$ cat src/rtl/pvic_pkg.sv
package pvic_pkg;

    typedef enum logic [1:0] {
        ST_IDLE,
        ST_LATCH,
        ST_PRESENT,
        ST_HOLD
    } ack_state_t;

    // register map outside the per-source window
    localparam int ADR_VBASE = 16;
    localparam int ADR_GCTL  = 17;
    localparam int ADR_THR   = 18;
    localparam int ADR_CUR   = 19;

    // control byte bit positions (shared by every source)
    localparam int CB_CLR  = 3;
    localparam int CB_EN   = 4;
    localparam int CB_ACT  = 5;
    localparam int CB_EDGE = 6;
    localparam int CB_POL  = 7;

    localparam int GC_MASTER = 1;

    localparam logic [7:0] VBASE_RESET = 8'h50;

endpackage

$ cat src/rtl/pvic_src_cell.sv
module pvic_src_cell #(
    parameter int LVL_W = 3
) (
    input  logic             clk,
    input  logic             rst_n,
    input  logic             raw_in,
    input  logic             wr_en,
    input  logic [7:0]       wdata,
    output logic             active,
    output logic             enabled,
    output logic [LVL_W-1:0] level,
    output logic [7:0]       ctrl_rd
);
    import pvic_pkg::*;

    logic sync_a, sync_b, sync_c;
    logic pol_q, edge_q, en_q, latch_q;
    logic [LVL_W-1:0] lvl_q;
    logic hot_now, hot_prev;
    logic unused_bits;

    assign unused_bits = ^{wdata[CB_ACT], wdata[2:LVL_W-1]};

    // two-flop synchronizer plus one stage of history for edge detect
    always_ff @(posedge clk) begin
        if (!rst_n) begin
            sync_a <= 1'b0;
            sync_b <= 1'b0;
            sync_c <= 1'b0;
        end else begin
            sync_a <= raw_in;
            sync_b <= sync_a;
            sync_c <= sync_b;
        end
    end

    always_ff @(posedge clk) begin
        if (!rst_n) begin
            pol_q  <= 1'b0;
            edge_q <= 1'b0;
            en_q   <= 1'b0;
            lvl_q  <= '0;
        end else if (wr_en) begin
            pol_q  <= wdata[CB_POL];
            edge_q <= wdata[CB_EDGE];
            en_q   <= wdata[CB_EN];
            lvl_q  <= wdata[LVL_W-1:0];
        end
    end

    assign hot_now  = sync_b ^ pol_q;
    assign hot_prev = sync_c ^ pol_q;

    // a fresh edge wins over a clear written in the same cycle
    always_ff @(posedge clk) begin
        if (!rst_n) begin
            latch_q <= 1'b0;
        end else if (!edge_q) begin
            latch_q <= 1'b0;
        end else if (hot_now && !hot_prev) begin
            latch_q <= 1'b1;
        end else if (wr_en && wdata[CB_CLR]) begin
            latch_q <= 1'b0;
        end
    end

    assign active  = edge_q ? latch_q : hot_now;
    assign enabled = en_q;
    assign level   = lvl_q;

    always_comb begin
        ctrl_rd = 8'h00;
        ctrl_rd[CB_POL]     = pol_q;
        ctrl_rd[CB_EDGE]    = edge_q;
        ctrl_rd[CB_ACT]     = active;
        ctrl_rd[CB_EN]      = en_q;
        ctrl_rd[LVL_W-1:0]  = lvl_q;
    end

endmodule

$ cat src/rtl/pvic_resolve.sv
module pvic_resolve #(
    parameter int NSRC   = 16,
    parameter int LVL_W  = 3,
    parameter int CODE_W = 4
) (
    input  logic [NSRC-1:0]            req,
    input  logic [NSRC-1:0][LVL_W-1:0] lvl,
    input  logic [LVL_W-1:0]           thr,
    output logic [LVL_W-1:0]           best_lvl,
    output logic [CODE_W-1:0]          win_code,
    output logic                       found
);
    // ascending scan with >= so a higher code takes a tie
    always_comb begin
        best_lvl = '0;
        win_code = '0;
        found    = 1'b0;
        for (int i = 0; i < NSRC; i++) begin
            if (req[i] && (lvl[i] > thr) && (lvl[i] >= best_lvl)) begin
                best_lvl = lvl[i];
                win_code = CODE_W'(i);
                found    = 1'b1;
            end
        end
    end

endmodule

$ cat src/rtl/pvic_ack_fsm.sv
module pvic_ack_fsm #(
    parameter int VEC_W     = 8,
    parameter int CODE_W    = 4,
    parameter int SPUR_CODE = 11
) (
    input  logic              clk,
    input  logic              rst_n,
    input  logic              iack_req,
    input  logic              found,
    input  logic [CODE_W-1:0] win_code,
    input  logic [VEC_W-1:0]  base,
    output logic              vec_valid,
    output logic [VEC_W-1:0]  vector
);
    import pvic_pkg::*;

    ack_state_t state_q, state_d;
    logic [CODE_W-1:0] pick;

    always_ff @(posedge clk) begin
        if (!rst_n) state_q <= ST_IDLE;
        else        state_q <= state_d;
    end

    always_comb begin
        state_d = state_q;
        unique case (state_q)
            ST_IDLE:    if (iack_req) state_d = ST_LATCH;
            ST_LATCH:   state_d = ST_PRESENT;
            ST_PRESENT: state_d = iack_req ? ST_HOLD : ST_IDLE;
            ST_HOLD:    if (!iack_req) state_d = ST_IDLE;
            default:    state_d = ST_IDLE;
        endcase
    end

    assign pick = found ? win_code : CODE_W'(SPUR_CODE);

    always_ff @(posedge clk) begin
        if (!rst_n) vector <= '0;
        else if (state_q == ST_LATCH) vector <= VEC_W'(base + VEC_W'(pick));
    end

    always_comb begin
        vec_valid = (state_q == ST_PRESENT);
    end

endmodule

$ cat src/rtl/pvic_top.sv
module pvic_top #(
    parameter int NSRC      = 16,
    parameter int LVL_W     = 3,
    parameter int VEC_W     = 8,
    parameter int ADDR_W    = 5,
    parameter int SPUR_CODE = 11
) (
    input  logic              clk,
    input  logic              rst_n,
    input  logic [NSRC-1:0]   src_in,
    input  logic              reg_we,
    input  logic [ADDR_W-1:0] reg_addr,
    input  logic [7:0]        reg_wdata,
    output logic [7:0]        reg_rdata,
    input  logic              iack_req,
    output logic [LVL_W-1:0]  irq_level,
    output logic              vec_valid,
    output logic [VEC_W-1:0]  vector
);
    import pvic_pkg::*;

    localparam int CODE_W = $clog2(NSRC);

    logic [NSRC-1:0]            act_v, en_v, req_v;
    logic [NSRC-1:0][LVL_W-1:0] lvl_v;
    logic [NSRC-1:0][7:0]       ctrl_v;
    logic                       in_src_win;
    logic [CODE_W-1:0]          src_idx;
    logic [VEC_W-1:0]           vbase_q;
    logic                       gctl_master;
    logic [LVL_W-1:0]           thr_q;
    logic [LVL_W-1:0]           best_lvl;
    logic [CODE_W-1:0]          win_code;
    logic                       found;
    logic                       unused_wbits;

    assign in_src_win = (reg_addr[ADDR_W-1:CODE_W] == '0);
    assign src_idx    = reg_addr[CODE_W-1:0];

    genvar g;
    generate
        for (g = 0; g < NSRC; g++) begin : g_src
            localparam bit IS_SPARE = (g == SPUR_CODE);
            logic c_act, c_en;
            logic [LVL_W-1:0] c_lvl;
            logic [7:0] c_rd;
            pvic_src_cell #(.LVL_W(LVL_W)) u_cell (
                .clk     (clk),
                .rst_n   (rst_n),
                .raw_in  (src_in[g]),
                .wr_en   (reg_we && in_src_win && (src_idx == CODE_W'(g)) && !IS_SPARE),
                .wdata   (reg_wdata),
                .active  (c_act),
                .enabled (c_en),
                .level   (c_lvl),
                .ctrl_rd (c_rd)
            );
            assign act_v[g]  = IS_SPARE ? 1'b0 : c_act;
            assign en_v[g]   = c_en;
            assign lvl_v[g]  = c_lvl;
            assign ctrl_v[g] = IS_SPARE ? 8'h00 : c_rd;
        end
    endgenerate

    // shared registers
    always_ff @(posedge clk) begin
        if (!rst_n) begin
            vbase_q     <= VEC_W'(VBASE_RESET);
            gctl_master <= 1'b0;
            thr_q       <= '0;
        end else if (reg_we) begin
            if (reg_addr == ADDR_W'(ADR_VBASE)) vbase_q     <= VEC_W'(reg_wdata);
            if (reg_addr == ADDR_W'(ADR_GCTL))  gctl_master <= reg_wdata[GC_MASTER];
            if (reg_addr == ADDR_W'(ADR_THR))   thr_q       <= reg_wdata[LVL_W-1:0];
        end
    end

    assign unused_wbits = ^{reg_wdata[7:LVL_W], reg_wdata[0]};

    assign req_v = act_v & en_v & {NSRC{gctl_master}};

    pvic_resolve #(.NSRC(NSRC), .LVL_W(LVL_W), .CODE_W(CODE_W)) u_resolve (
        .req      (req_v),
        .lvl      (lvl_v),
        .thr      (thr_q),
        .best_lvl (best_lvl),
        .win_code (win_code),
        .found    (found)
    );

    always_ff @(posedge clk) begin
        if (!rst_n) irq_level <= '0;
        else        irq_level <= best_lvl;
    end

    pvic_ack_fsm #(.VEC_W(VEC_W), .CODE_W(CODE_W), .SPUR_CODE(SPUR_CODE)) u_ack (
        .clk       (clk),
        .rst_n     (rst_n),
        .iack_req  (iack_req),
        .found     (found),
        .win_code  (win_code),
        .base      (vbase_q),
        .vec_valid (vec_valid),
        .vector    (vector)
    );

    always_comb begin
        reg_rdata = 8'h00;
        if (in_src_win) begin
            reg_rdata = ctrl_v[src_idx];
        end else begin
            unique case (reg_addr)
                ADDR_W'(ADR_VBASE): reg_rdata = 8'(vbase_q);
                ADDR_W'(ADR_GCTL):  reg_rdata[GC_MASTER] = gctl_master;
                ADDR_W'(ADR_THR):   reg_rdata[LVL_W-1:0] = thr_q;
                ADDR_W'(ADR_CUR):   reg_rdata[LVL_W-1:0] = irq_level;
                default:            reg_rdata = 8'h00;
            endcase
        end
    end

endmodule

$ cat config.mk
export PLATFORM = sky130hd
export DESIGN_NAME = pvic_top
export DESIGN_NICKNAME = d
export VERILOG_FILES = /design/src/rtl/pvic_pkg.sv /design/src/rtl/pvic_src_cell.sv /design/src/rtl/pvic_resolve.sv /design/src/rtl/pvic_ack_fsm.sv /design/src/rtl/pvic_top.sv
export SDC_FILE = /design/constraint.sdc
export NUM_CORES = 1
export LEC_CHECK = 0
export BUFFER_PORTS_ARGS = -buffer_cell sky130_fd_sc_hd__buf_2
export CAP_MARGIN = 10
export CORE_ASPECT_RATIO = 0.75
export CORE_MARGIN = 3
export CORE_UTILIZATION = 28
export DETAILED_ROUTE_END_ITERATION = 7
export PLACE_DENSITY_LB_ADDON = 0.3
export SYNTH_ARGS = -nofsm -noshare
export SYNTH_HDL_FRONTEND = slang
export SYNTH_SLANG_ARGS = --single-unit
$ cat constraint.sdc
create_clock -name clk -period 18.4 [get_ports clk]
set_input_delay 0 -clock clk [delete_from_list [all_inputs] [get_ports clk]]
set_output_delay 0 -clock clk [all_outputs]
set_load 0.005 [all_outputs]
==> flow_summary_export.csv <==
group,metric,value,unit
critical_path,cp_slowest_stage_delay,0.43,ns
timing,setup_viol,6,
logic_synthesis,avgSynthCellArea,8.98,sq um
detailed_routing,drtPass1Iterations,5,
detailed_routing,wl_per_cell,18.0,um
status,status,"finished, violations left",
logic_synthesis,synthMostInstantiatedCell,"dfxtp_1",
floorplan,rows,61,
logic_synthesis,synth_compound_area_share,14.7,%
logic_synthesis,syn-instance-count,1200,
placement,portBuffers,51,
floorplan,start_util,28.7,%
placement,routabilityCongestion,0.824,
logic_synthesis,syn-cell-area,0.0108,sq mm
critical_path,crit_path_frequent_cell,"ha_4",
logic_synthesis,seq_area_frac_synth,32.5,%
cells_and_area,n_antenna_cell,0,
detailed_routing,ant_nets,0,
clocking,clk_pin_slew,0.07,ns
timing,tightest_slew,1.06,ns
cells_and_area,drive_above_1_share,25.8,%
timing,rsz0062_at_grt,"true",
logic_synthesis,ys.warnings.count,0,
clocking,htree_levels,4,
global_routing,overflow,0,
timing,relSlewSlack,28.6,%
flow_run,drv_cap,0,
logic_synthesis,synthAdderAreaFrac,9.36,%
status,violations,"negative setup slack",
critical_path,required,18.73,ns
global_routing,grt_pass1_vias,8967,
detailed_routing,route.detailed.drc,0,
logic_synthesis,synth_top_family_by_area,"simple AND/OR/NAND/NOR gates",
clocking,insertion_delay,0.44,ns
global_routing,grt_max_degree,98,
critical_path,slowest_stage,"o41ai_4",
clocking,cts_tree,"done",
critical_path,path_class,"reg -> reg",
logic_synthesis,yosys.area.top_type,"dfxtp_1",
timing,finalCritPeriodShare,102,%
floorplan,dieWidth,232,um
detailed_routing,vias,9289,
timing,fin_worst_skew,0.00807,ns
floorplan,io_pins,53,
floorplan,dieArea,0.0409,sq mm
logic_synthesis,synth.area.top_cells,"dfxtp_1, ha_1, mux2i_1",
pwr,total_power,0.000799,W
clocking,cts_buffers,17,
detailed_routing,drt_wl_total,33.4,mm
pwr,cellLeakagePower,5.45,nW
placement,dpl_cell_area,0.0123,sq mm
critical_path,cp.arrival,19.16,ns
clocking,cts.path.max_buffers,2,
worst_hold_path,min_path_type,"in -> reg",
timing,setup_ws,-0.432,ns
clocking,cts-root-buf,"clkbuf_16",
critical_path,cp-start-kind,"flop",
placement,hpwl,23.6,mm
global_routing,track_usage,16.5,%
pwr,power.density,57.5,mW/mm^2
timing,period_minus_slack,18.83,ns
logic_synthesis,async_flop_share,0,%
logic_synthesis,ys_ff_latch,175,
global_routing,antenna_found_initial,0,
critical_path,worst-path-max-fanout,6,
logic_synthesis,synth.top_cell.area_share,32.5,%
logic_synthesis,ys_types,80,
critical_path,end_kind,"flop",
logic_synthesis,ys_top_cells_by_count,"dfxtp_1, nand2_1, nor2b_1",
cells_and_area,syn2layout_area_growth,29.0,%
timing,holdWs,0.0479,ns
timing,slew_viol_final,0,
logic_synthesis,muxShareOfSynthArea,15.2,%
logic_synthesis,yosys.area_share.simple,23.0,%
cells_and_area,nets,1451,
timing,fmax,0.0531,GHz
detailed_routing,via_per_inst,5.01,
global_routing,grt_pass1_wl,52.4,mm
detailed_routing,drt_iter0_markers,680,
timing,finalHoldViolations,0,
cells_and_area,stdcell_area,0.0139,sq mm
logic_synthesis,syn-num-nets,1313,
pwr,peakVddDrop,0.0626,mV
logic_synthesis,synth-main-ff-cell,"dfxtp_1",
logic_synthesis,synth_edf_count,0,
floorplan,fp.dieH,176,um
clocking,cts_sinks,175,
floorplan,coreArea,0.0375,sq mm
logic_synthesis,synth_xor_xnor_area_share,1.63,%
-- final cells by class --
cell class	instances	area, sq um
multi-input cells	922	7770
inverters	50	198
flip-flops and latches	175	3510
clock buffers	21	460
repair buffers	172	1240
well taps	504	631
clock inverters	9	86.3
fillers	3740	23600
-- where the power goes --
group	switching [W]	leakage (nW)	internal, W
Clock	0.000152	0.266	0.000192
Combinational	0.0000360	3.77	0.0000274
Sequential	0.00000540	1.42	0.000386
Total	0.000194	5.45	0.000605
-- path summary, 6_finish.rpt --
kind                           from                     end  slack (ns)  depth (start not counted)
min                    reg_wdata[7]              vbase_q[7]        0.05                          3
min reg2reg  g_src[9].u_cell.sync_a  g_src[9].u_cell.sync_b        0.43                          1
max                        thr_q[1]         u_ack.vector[7]       -0.43                        101
max reg2reg                thr_q[1]         u_ack.vector[7]       -0.43                        101
-- kinds of logic after synthesis --
logic type | Yosys count
AOI/OAI and AO/OA | 231
xor gates and xnor gates | 20
adders and majority gates | 80
buffers and inverters | 103
DFF | 175
muxes | 128
and+or+nand+nor | 463
-- layer usage --
| layer | routed length (um) | vias up | global-route usage [%] |
|---|---|---|---|
| met2 | 14300 | 176 | 24.5 |
| met5 | 0 | - | 0 |
| met3 | 1290 | 23 | 2.37 |
| met1 | 17500 | 4516 | 25.3 |
| li1 | - | 4574 | - |
| met4 | 272 | 0 | 2.92 |
-- registers in the layout, summed over array words and instances, names as in the netlist, 8 cells and up --
| register | flops |
|---|---|
| g_src.u_cell.level | 45 |
| g_src.u_cell.edge_q | 15 |
| g_src.u_cell.enabled | 15 |
| g_src.u_cell.latch_q | 15 |
| g_src.u_cell.pol_q | 15 |
| g_src.u_cell.sync_a | 15 |
| g_src.u_cell.sync_b | 15 |
| g_src.u_cell.sync_c | 15 |
| u_ack.vector | 8 |
| vbase_q | 8 |
-- cells in the final DEF (no fill, tap or decap), types with 22 or more instances in the layout --
master           n
a21boi_0        23
a21oi_1         35
and2_1          52
buf_2           50
buf_4           97
dfxtp_1        173
dlygate4sd3_1   22
ha_1            61
inv_1           45
mux2i_1         94
mux4_2          25
nand2_1        102
nand3_1         53
nor2_1          39
nor2b_1        102
o21ai_0         32
-- per-stage QoR --
stage	TNS, ns	std cells	setup slack [ns]	utilization [%]
after floorplan	-0.0525	1200	-0.0525	-
after global placement	-0.302	1763	-0.147	32.8
after detailed placement	-2.76	1763	-0.587	32.8
after CTS	-0.0819	1839	-0.0819	35.9
after global routing	-9.70	1853	-1.36	37.1
final	-2.01	1853	-0.432	37.1
-- critical path: cells and delay by family (launching register included) --
family	cells	cell delay, ns
multiplexers	5	1.51
AND/OR/NAND/NOR	37	4.97
XOR/XNOR	1	0.16
flip-flops	1	0.35
AO/OA/AOI/OAI	38	7.14
adder cells (fa/ha/maj)	15	3.88
buffers and inverters	5	0.67
-- repair_timing --
action	CTS	global route
hold buffers	22	0
resized for setup	37	62
endpoints found under the hold margin	26	0
pin swaps	38	52
setup buffers	25	15
endpoints found under the setup margin	7	11
(Power assumes the default switching activity.)
